`src/rtl/npc_pkg.sv`:
```
package npc_pkg;
  localparam logic [6:0] OPC_BRANCH = 7'b1100011;
  localparam logic [2:0] F3_EQ      = 3'b000;
  localparam logic [2:0] F3_NE      = 3'b001;
  localparam logic [1:0] QUAD_ONE   = 2'b01;
  localparam logic [1:0] LEN_WIDE   = 2'b11;
  localparam logic [2:0] F3_CJUMP   = 3'b001;

  // strobes from decode to the datapath
  typedef struct packed {
    logic compressed;  // 16-bit instruction
    logic jumpLink;    // compressed jump-and-link form
    logic redirect;    // use offset target
    logic loadPc;      // update PC register
    logic linkWe;      // write link value
  } npcCtrlT;
endpackage

```
`src/rtl/npc_ctrl.sv`:
```
module npc_ctrl
  import npc_pkg::*;
(
  input  logic [31:0] instr,
  input  logic        operandsEqual,
  input  logic        advance,
  output npcCtrlT     ctrl
);
  logic isShort;
  logic isCjal;
  logic isBranch;
  logic condMet;

  always_comb begin
    isShort  = (instr[1:0] != LEN_WIDE);
    isCjal   = isShort && (instr[1:0] == QUAD_ONE) && (instr[15:13] == F3_CJUMP);
    isBranch = !isShort && (instr[6:0] == OPC_BRANCH);
    condMet  = 1'b0;
    if (isBranch) begin
      unique case (instr[14:12])
        F3_EQ:   condMet = operandsEqual;
        F3_NE:   condMet = !operandsEqual;
        default: condMet = 1'b0;
      endcase
    end
  end

  always_comb begin
    ctrl.compressed = isShort;
    ctrl.jumpLink   = isCjal;
    ctrl.redirect   = isCjal || condMet;
    ctrl.loadPc     = advance;
    ctrl.linkWe     = isCjal && advance;
  end
endmodule

```
`src/rtl/npc_imm.sv`:
```
module npc_imm #(
  parameter int XLEN = 32
) (
  input  logic [31:0]     instr,
  output logic [XLEN-1:0] branchOff,
  output logic [XLEN-1:0] jumpOff
);
  localparam int B_W = 13;
  localparam int J_W = 12;

  logic [B_W-1:0] bRaw;
  logic [J_W-1:0] jRaw;

  always_comb begin
    bRaw = {instr[31], instr[7], instr[30:25], instr[11:8], 1'b0};
    jRaw = {instr[12], instr[8], instr[10:9], instr[6], instr[7],
            instr[2], instr[11], instr[5:3], 1'b0};
    branchOff = {{(XLEN-B_W){bRaw[B_W-1]}}, bRaw};
    jumpOff   = {{(XLEN-J_W){jRaw[J_W-1]}}, jRaw};
  end
endmodule

```
`src/rtl/npc_datapath.sv`:
```
module npc_datapath
  import npc_pkg::*;
#(
  parameter int XLEN = 32
) (
  input  logic            clk,
  input  logic            rstN,
  input  logic [31:0]     instr,
  input  logic [XLEN-1:0] rs1Val,
  input  logic [XLEN-1:0] rs2Val,
  input  npcCtrlT         ctrl,
  output logic            operandsEqual,
  output logic [XLEN-1:0] pc,
  output logic [XLEN-1:0] nextPc,
  output logic [XLEN-1:0] linkData
);
  localparam logic [XLEN-1:0] STEP_SHORT = XLEN'(2);
  localparam logic [XLEN-1:0] STEP_WIDE  = XLEN'(4);

  logic [XLEN-1:0] pcQ;
  logic [XLEN-1:0] branchOff;
  logic [XLEN-1:0] jumpOff;
  logic [XLEN-1:0] addend;

  npc_imm #(.XLEN(XLEN)) imm_i (
    .instr    (instr),
    .branchOff(branchOff),
    .jumpOff  (jumpOff)
  );

  always_comb begin
    operandsEqual = (rs1Val == rs2Val);
    if (ctrl.redirect)        addend = ctrl.jumpLink ? jumpOff : branchOff;
    else if (ctrl.compressed) addend = STEP_SHORT;
    else                      addend = STEP_WIDE;
    nextPc   = pcQ + addend;
    linkData = pcQ + STEP_SHORT;
  end

  always_ff @(posedge clk or negedge rstN) begin
    if (!rstN)            pcQ <= '0;
    else if (ctrl.loadPc) pcQ <= nextPc;
  end

  assign pc = pcQ;
endmodule

```
`src/rtl/next_pc_unit.sv`:
```
module next_pc_unit
  import npc_pkg::*;
#(
  parameter int XLEN = 32
) (
  input  logic            clk,
  input  logic            rstN,
  input  logic            advance,
  input  logic [31:0]     instr,
  input  logic [XLEN-1:0] rs1Val,
  input  logic [XLEN-1:0] rs2Val,
  output logic [XLEN-1:0] pc,
  output logic [XLEN-1:0] nextPc,
  output logic            taken,
  output logic            linkWe,
  output logic [XLEN-1:0] linkData
);
  npcCtrlT ctrl;
  logic    operandsEqual;

  npc_ctrl ctrl_i (
    .instr        (instr),
    .operandsEqual(operandsEqual),
    .advance      (advance),
    .ctrl         (ctrl)
  );

  npc_datapath #(.XLEN(XLEN)) dp_i (
    .clk          (clk),
    .rstN         (rstN),
    .instr        (instr),
    .rs1Val       (rs1Val),
    .rs2Val       (rs2Val),
    .ctrl         (ctrl),
    .operandsEqual(operandsEqual),
    .pc           (pc),
    .nextPc       (nextPc),
    .linkData     (linkData)
  );

  assign taken  = ctrl.redirect;
  assign linkWe = ctrl.linkWe;
endmodule

```
`config.mk`:
```
export PLATFORM = sky130hd
export DESIGN_NAME = next_pc_unit
export DESIGN_NICKNAME = d
export VERILOG_FILES = /design/src/rtl/npc_pkg.sv /design/src/rtl/npc_ctrl.sv /design/src/rtl/npc_imm.sv /design/src/rtl/npc_datapath.sv /design/src/rtl/next_pc_unit.sv
export SDC_FILE = /design/constraint.sdc
export NUM_CORES = 1
export LEC_CHECK = 0
export BUFFER_PORTS_ARGS = -buffer_cell sky130_fd_sc_hd__buf_2
export CAP_MARGIN = 25
export CORE_UTILIZATION = 25
export DETAILED_ROUTE_END_ITERATION = 10
export PLACE_DENSITY_LB_ADDON = 0.12
export SLEW_MARGIN = 20
export SYNTH_ARGS = -nofsm -noshare
export SYNTH_HDL_FRONTEND = slang
export SYNTH_SLANG_ARGS = --single-unit
```
`constraint.sdc`:
```
create_clock -name clk -period 6.8 [get_ports clk]
set_input_delay 1.02 -clock clk [delete_from_list [all_inputs] [get_ports clk]]
set_output_delay 1.02 -clock clk [all_outputs]
set_load 0.005 [all_outputs]
```
==> results of run 1 <==
-- final timing paths --
kind | end | start | slack, ns | cells past startpoint
hold / removal | dp_i.pc[25]$_DFFE_PN0P_ | dp_i.pc[25]$_DFFE_PN0P_ | 0.61 | 1
setup / recovery | nextPc[31] | rs2Val[20] | 0.70 | 21
max in group asynchronous | dp_i.pc[25]$_DFFE_PN0P_ | rstN | 5.47 | 1
min in group asynchronous | dp_i.pc[10]$_DFFE_PN0P_ | rstN | 0.83 | 1
setup reg to reg | dp_i.pc[31]$_DFFE_PN0P_ | dp_i.pc[1]$_DFFE_PN0P_ | 3.74 | 10
hold reg to reg | dp_i.pc[25]$_DFFE_PN0P_ | dp_i.pc[25]$_DFFE_PN0P_ | 0.61 | 1
-- cell type report --
class | count | area, µm²
fillers | 1638 | 9980
multi-input cells | 412 | 3020
repair buffers | 191 | 973
flip-flops and latches | 31 | 776
well taps | 188 | 235
clock buffers | 8 | 156
inverters | 15 | 56.3
-- critical path, stage by stage --
cell and delay (ns):
buf_2 0.10, xor2_1 0.15, nor4_1 0.35, nand4_1 0.18
nor2_2 0.21, xnor2_1 0.18, nor2_1 0.07, buf_4 0.18
nand2_1 0.07, a32oi_1 0.10, ha_1 0.24, fa_1 0.45
a211oi_2 0.27, o21ai_1 0.11, a21o_1 0.23, o21ai_1 0.29
a211oi_1 0.16, o211ai_1 0.28, nand2_1 0.11, xor2_1 0.17
buf_2 0.15
-- metrics by stage --
stage	cell area (µm²)	setup WS, ns
after detailed placement	5060	0.669
after global placement	5060	0.690
final	5220	0.697
after global routing	5220	0.247
after floorplan	3910	1.38
after CTS	5220	0.615
-- cell usage after synthesis (2+ instances only) --
library cell,n
o31ai_1,3
nor4_2,2
ha_1,31
o21a_1,3
clkbuf_1,7
a221o_1,2
a22o_1,7
nand4_1,11
nor2b_1,5
a211o_1,2
mux2_2,23
xor2_1,45
or3_1,3
o21bai_1,7
nor3_1,3
a21oi_1,28
inv_1,14
a211oi_2,2
o211ai_1,7
nand3b_1,3
buf_4,3
nor2_1,26
nand2_1,39
nand2b_1,2
nand3_1,20
a211oi_1,5
and3_1,10
a21o_1,15
nor4_1,10
o21ai_1,7
a31oi_1,5
xnor2_1,41
and4_1,5
and2_1,3
o21ai_0,15
dfrtp_1,31
-- power by group --
group	leakage (nW)	switching (W)	total (W)	internal, W
registers	0.384	0.000154	0.000421	0.000267
clock network	0.0772	0.0000887	0.000245	0.000156
logic	2.24	0.000468	0.000936	0.000468
total	2.70	0.000710	0.00160	0.000891
-- kinds of logic after synthesis --
| group | after synthesis | share of synthesized area [%] |
|---|---|---|
| flops | 31 | 19.9 |
| buf+inv | 27 | 2.92 |
| other cells | 1 | 0.0961 |
| fa+ha+maj | 32 | 10.4 |
| compound gates | 118 | 20.4 |
| xor+xnor | 86 | 19.3 |
| simple gates | 149 | 20.1 |
| mux | 24 | 6.89 |
-- layer usage --
metal | up-vias | share of wire, % | track usage (%)
met3 | 8 | 5.0 | 2.99
met4 | 0 | 0.94 | 3.64
met2 | 147 | 48 | 28.8
met5 | - | 0 | 0
met1 | 1970 | 46 | 20.7
li1 | 2091 | - | -
==> out/metrics.yaml, run 1 <==
cp_max_fo: 11
cts_buffer_depth: 2
finClkSkew_ns: 0.00171
syn_area_per_cell_um2: 8.34
cts_resized: 0
cts_buffers: 5
route.antenna.remaining_nets: 0
hold_slack_ns: 0.614
path_class: "in2out"
start_util_pct: 25.7
hold_violations: 0
via_count: 4216
grt_pass1_vias: 4118
yosys.area.top_type: "dfrtp_1"
antenna_cells: 0
core_region_area_mm2: 0.0152
total_power_w: 0.00160
synthDominantCellAreaShare_pct: 19.9
largest_register_ffs: 31
worst_pin_slew_ns: 0.801
cellLeakagePower_nw: 2.70
utilization_pct: 34.3
synthArstFlopShare_pct: 100
root_buffer: "clkbuf_16"
synth-edff-count: 0
cts_setup_buffers: 0
max_freq_mhz: 164
final_layout_size_suffix_gt1_share_pct: 35.2
cts_tree: "built"
ys_seq_area_share_pct: 19.9
clk_transition_reported_paths_ns: 0.05
grt_overflow_total: 0
post-route-min-period_ns: 6.10
place_congestion: 0.822
wire_per_inst_um: 15.5
pwr_density_cell_mw_per_mm2: 307
required_ns: 5.78
die_w_um: 127
ctsHoldBuffers: 0
outcome: "complete, no violations"
antenna_found_initial: 0
clk_latency_ns: 0.28
worst_ir_drop_vdd_mv: 0.104
synthToLayoutAreaGrowth_pct: 33.7
ys.flop_type: "dfrtp_1"
cap_violations: 0
end_kind: "output port"
yosys_warnings: 0
num_rows: 45
htreeDepth: 2
cts.sinks: 31
vias_per_cell: 4.99
cp-start-kind: "primary input"
synth_cell_type_count: 59
track_usage_pct: 16.4
setup_viol: 0
die-area_mm2: 0.0161
syn_area_mm2: 0.00390
ys_ff_latch: 31
layout_common_cells: "184 x buf_2, 45 x xor2_1, 41 x xnor2_1"
drc_errors: 0
post-place-cells: 837
grt_max_degree: 40
arrival_ns: 5.08
port_buffers: 184
ios: 197
firstDrtPassIters: 4
slew_headroom_pct: 46.6
grt_pass1_wl_mm: 20.9
tns_ns: 0
hpwl_mm: 10.6
layout.nets: 787
syn_inst: 468
rsz0062_at_grt: "false"
post-route-period-util_pct: 89.7
final_common_cell: "buf_2"
hold_path_class: "reg2reg"
die_h_um: 127
routed_wl_mm: 13.1
synth_area_leaders: "dfrtp_1 20%, xor2_1 10%, ha_1 9.9%, xnor2_1 9.2%, mux2_2 6.6%"
drt-initial-drc-count: 164
final_cells: 845
finalMaxSlewViolations: 0
No activity file was read; power rests on OpenSTA's default activity.
==> run 2: changes to the inputs <==
--- a/config.mk
+++ b/config.mk
@@ -7,8 +7,10 @@
 export LEC_CHECK = 0
 export BUFFER_PORTS_ARGS = -buffer_cell sky130_fd_sc_hd__buf_2
 export CAP_MARGIN = 25
+export CORE_ASPECT_RATIO = 1.25
 export CORE_UTILIZATION = 25
 export DETAILED_ROUTE_END_ITERATION = 10
+export GPL_TIMING_DRIVEN = 0
 export PLACE_DENSITY_LB_ADDON = 0.12
 export SLEW_MARGIN = 20
 export SYNTH_ARGS = -nofsm -noshare
==> run 2 against run 1 <==
Critical path depth down 1. Worst hold slack worse by 0.0059 ns. Sequential share of layout area about the same. Total power is 1.8% lower. Design area hardly changed.
==> out/metrics.yaml, run 2 (synthesis results as in run 1) <==
hold_depth: 1  # unchanged
cellLeakagePower_nw: 2.68  # -0.67%
port_buffers: 183  # -0.54%
cts_buffers: 5  # unchanged
tns_ns: 0  # unchanged
cts_buffer_depth: 2  # unchanged
power_frac_comb_pct: 59.6  # +1.2 points
critPathLaunch: "rs2Val[15]"
max_freq_mhz: 159  # -3.2%
root_buffer: "clkbuf_16"
rsz0062_at_grt: "false"
timing.rr.end: "dp_i.pc[17]$_DFFE_PN0P_"
synthToLayoutAreaGrowth_pct: 33.8  # about the same
grt_overflow_total: 0  # unchanged
seqPwrFrac_pct: 26.7  # +0.4 points
via_count: 4207  # -0.21%
cap_violations: 0  # unchanged
finClkSkew_ns: 0.00354  # +0.00182 ns
slew_headroom_pct: 46.7  # +0.080 points
track_usage_pct: 17.0  # +0.57 points
worstReg2RegStart: "dp_i.pc[1]$_DFFE_PN0P_"
crit_slowest_cell: "nor4_2"
grt_max_degree: 32  # -20%
post-route-min-period_ns: 6.31  # +0.205 ns
drc_errors: 0  # unchanged
final_layout_size_suffix_gt1_share_pct: 34.4  # -0.77 points
path_depth: 20  # -4.8%
placed_cell_area_mm2: 0.00509  # +0.59%
max_stage_delay_ns: 0.55  # +0.10 ns
final_cells: 868  # +2.7%
final_cell_area_mm2: 0.00522  # about the same
post-route-period-util_pct: 92.8  # +3.0 points
crit_end: "nextPc[28]"
antenna_cells: 0  # unchanged
hold_path_class: "reg2reg"
num_rows: 50  # +11%
routed_wl_mm: 13.5  # +3.6%
antenna_found_initial: 0  # unchanged
layout.nets: 792  # +0.64%
wire_per_inst_um: 15.6  # +0.84%
end_kind: "output port"
final_common_cell: "buf_2"
crit_chain: "buf_2 > xor2_1 > nor4_1 > nand4_1 > nor2_2 > xnor2_1 > nor2_1 > buf_2 > nand2_1 > nand2_2 > ha_1 > a21o_1 > a21o_1 > a21oi_1 > nor2_1 > nor4_2 > o31ai_1 > a21oi_1 > xnor2_1 > buf_2"
worst_ir_drop_vdd_mv: 0.0815  # -21%
p_sw_w: 0.000707  # -0.39%
die-area_mm2: 0.0161  # about the same
place_congestion: 0.800  # -2.6%
die_w_um: 114  # -10%
die_h_um: 142  # +12%
ff2ff_setup_slack_ns: 3.81  # +0.07 ns
clockPowerShare_pct: 13.7  # -1.6 points
p_sw_share_pct: 45.0  # +0.62 points
hold_violations: 0  # unchanged
cp-start-kind: "primary input"
critPathTopFamily: "simple AND/OR/NAND/NOR gates"
cts.sinks: 31  # unchanged
htreeDepth: 2  # unchanged
cp_max_fo: 19  # +8
vias_per_cell: 4.85  # -2.9%
drt-initial-drc-count: 134  # -18%
start_util_pct: 25.8  # +0.11 points
firstDrtPassIters: 4  # unchanged
clk_latency_ns: 0.28  # about the same
pwr_density_cell_mw_per_mm2: 301  # -1.9%
r2r_cells: 10  # unchanged
cts_setup_buffers: 0  # unchanged
arrival_ns: 5.29  # +0.21 ns
cts_tree: "built"
crit_top_cell: "buf_2"
layout_common_cells: "185 x buf_2, 45 x xor2_1, 41 x xnor2_1"
grt_pass1_wl_mm: 21.5  # +2.7%
grt_use_met2_pct: 31.1  # +2.3 points
grt_pass1_vias: 4122  # +0.097%
clk_transition_reported_paths_ns: 0.05  # about the same
route.antenna.remaining_nets: 0  # unchanged
grt.busiest_layer: "met2"
hpwl_mm: 11.3  # +6.4%
ios: 197  # unchanged
setup_viol: 0  # unchanged
use_met1_pct: 20.2  # -0.51 points
finalMaxSlewViolations: 0  # unchanged
post-place-cells: 862  # +3.0%
cp_num_buf_inv: 3  # unchanged
largest_register_ffs: 31  # unchanged
p_int_w: 0.000866  # -2.9%
core_region_area_mm2: 0.0151  # -0.41%
required_ns: 5.78  # about the same
worst_pin_slew_ns: 0.800  # -0.00119 ns
met3_usage_pct: 3.03  # +0.038 points
outcome: "complete, no violations"
path_class: "in2out"
-- run 2: cell count changes in the layout (fill, tap and decap cells not counted) --
cell      change
nand2_1       -1
buf_1         +1
buf_4         -4
nand2_2       +1
clkbuf_1      +7
clkbuf_8      -2
buf_2         +1
-- run 2: repair_timing --
action	in CTS	in global routing
hold buffers	0	0
endpoints found under the setup margin	0	3
gates resized for setup	0	1
-- run 2: final cells by class --
| cell class | count | area [µm²] |
|---|---|---|
| plain buffers | 12 | 57.6 |
| clock buffers | 6 | 129 |
| fillers | 1673 | 9920 |
| inverters | 15 | 56.3 |
| multi-input cells | 412 | 3020 |
| flip-flops and latches | 31 | 776 |
| well taps | 208 | 260 |
| repair buffers | 184 | 921 |
-- run 2: power by group through the flow --
stage                     combinational (W)  sequential [W]  clock (W)
after floorplan                    0.000533        0.000392          0
after global placement             0.000940        0.000424          0
after detailed placement           0.000952        0.000425          0
after CTS                          0.000955        0.000423   0.000223
after global routing                0.00105        0.000442   0.000228
final                              0.000937        0.000421   0.000215
-- run 2: worst min path at each step --
stage / from / end / slack (ns)
2_1_floorplan: dp_i.pc[28]$_DFFE_PN0P_ / dp_i.pc[28]$_DFFE_PN0P_ / 0.56
3_3_place_gp: dp_i.pc[12]$_DFFE_PN0P_ / dp_i.pc[12]$_DFFE_PN0P_ / 0.60
3_5_place_dp: dp_i.pc[7]$_DFFE_PN0P_ / dp_i.pc[7]$_DFFE_PN0P_ / 0.60
4_1_cts: dp_i.pc[7]$_DFFE_PN0P_ / dp_i.pc[7]$_DFFE_PN0P_ / 0.61
5_1_grt: dp_i.pc[7]$_DFFE_PN0P_ / dp_i.pc[7]$_DFFE_PN0P_ / 0.65
6_report: dp_i.pc[7]$_DFFE_PN0P_ / dp_i.pc[7]$_DFFE_PN0P_ / 0.61
-- run 2: per-layer routing --
metal / wire [µm] / up-vias
met3: 677 / 8
met1: 5710 / 1957
met4: 171 / 0
li1: - / 2109
met5: 0 / -
met2: 6970 / 133
-- run 2: stage by stage --
step                util (%)  power, W  hold WS, ns  worst slack [ns]
floorplan                  -  0.000925        0.557              1.38
global placement        33.6   0.00136        0.601            0.0350
detailed placement      33.6   0.00138        0.596             0.102
CTS                     34.5   0.00160        0.612            0.0890
global route            34.5   0.00172        0.649             0.110
finish                  34.5   0.00157        0.608             0.493
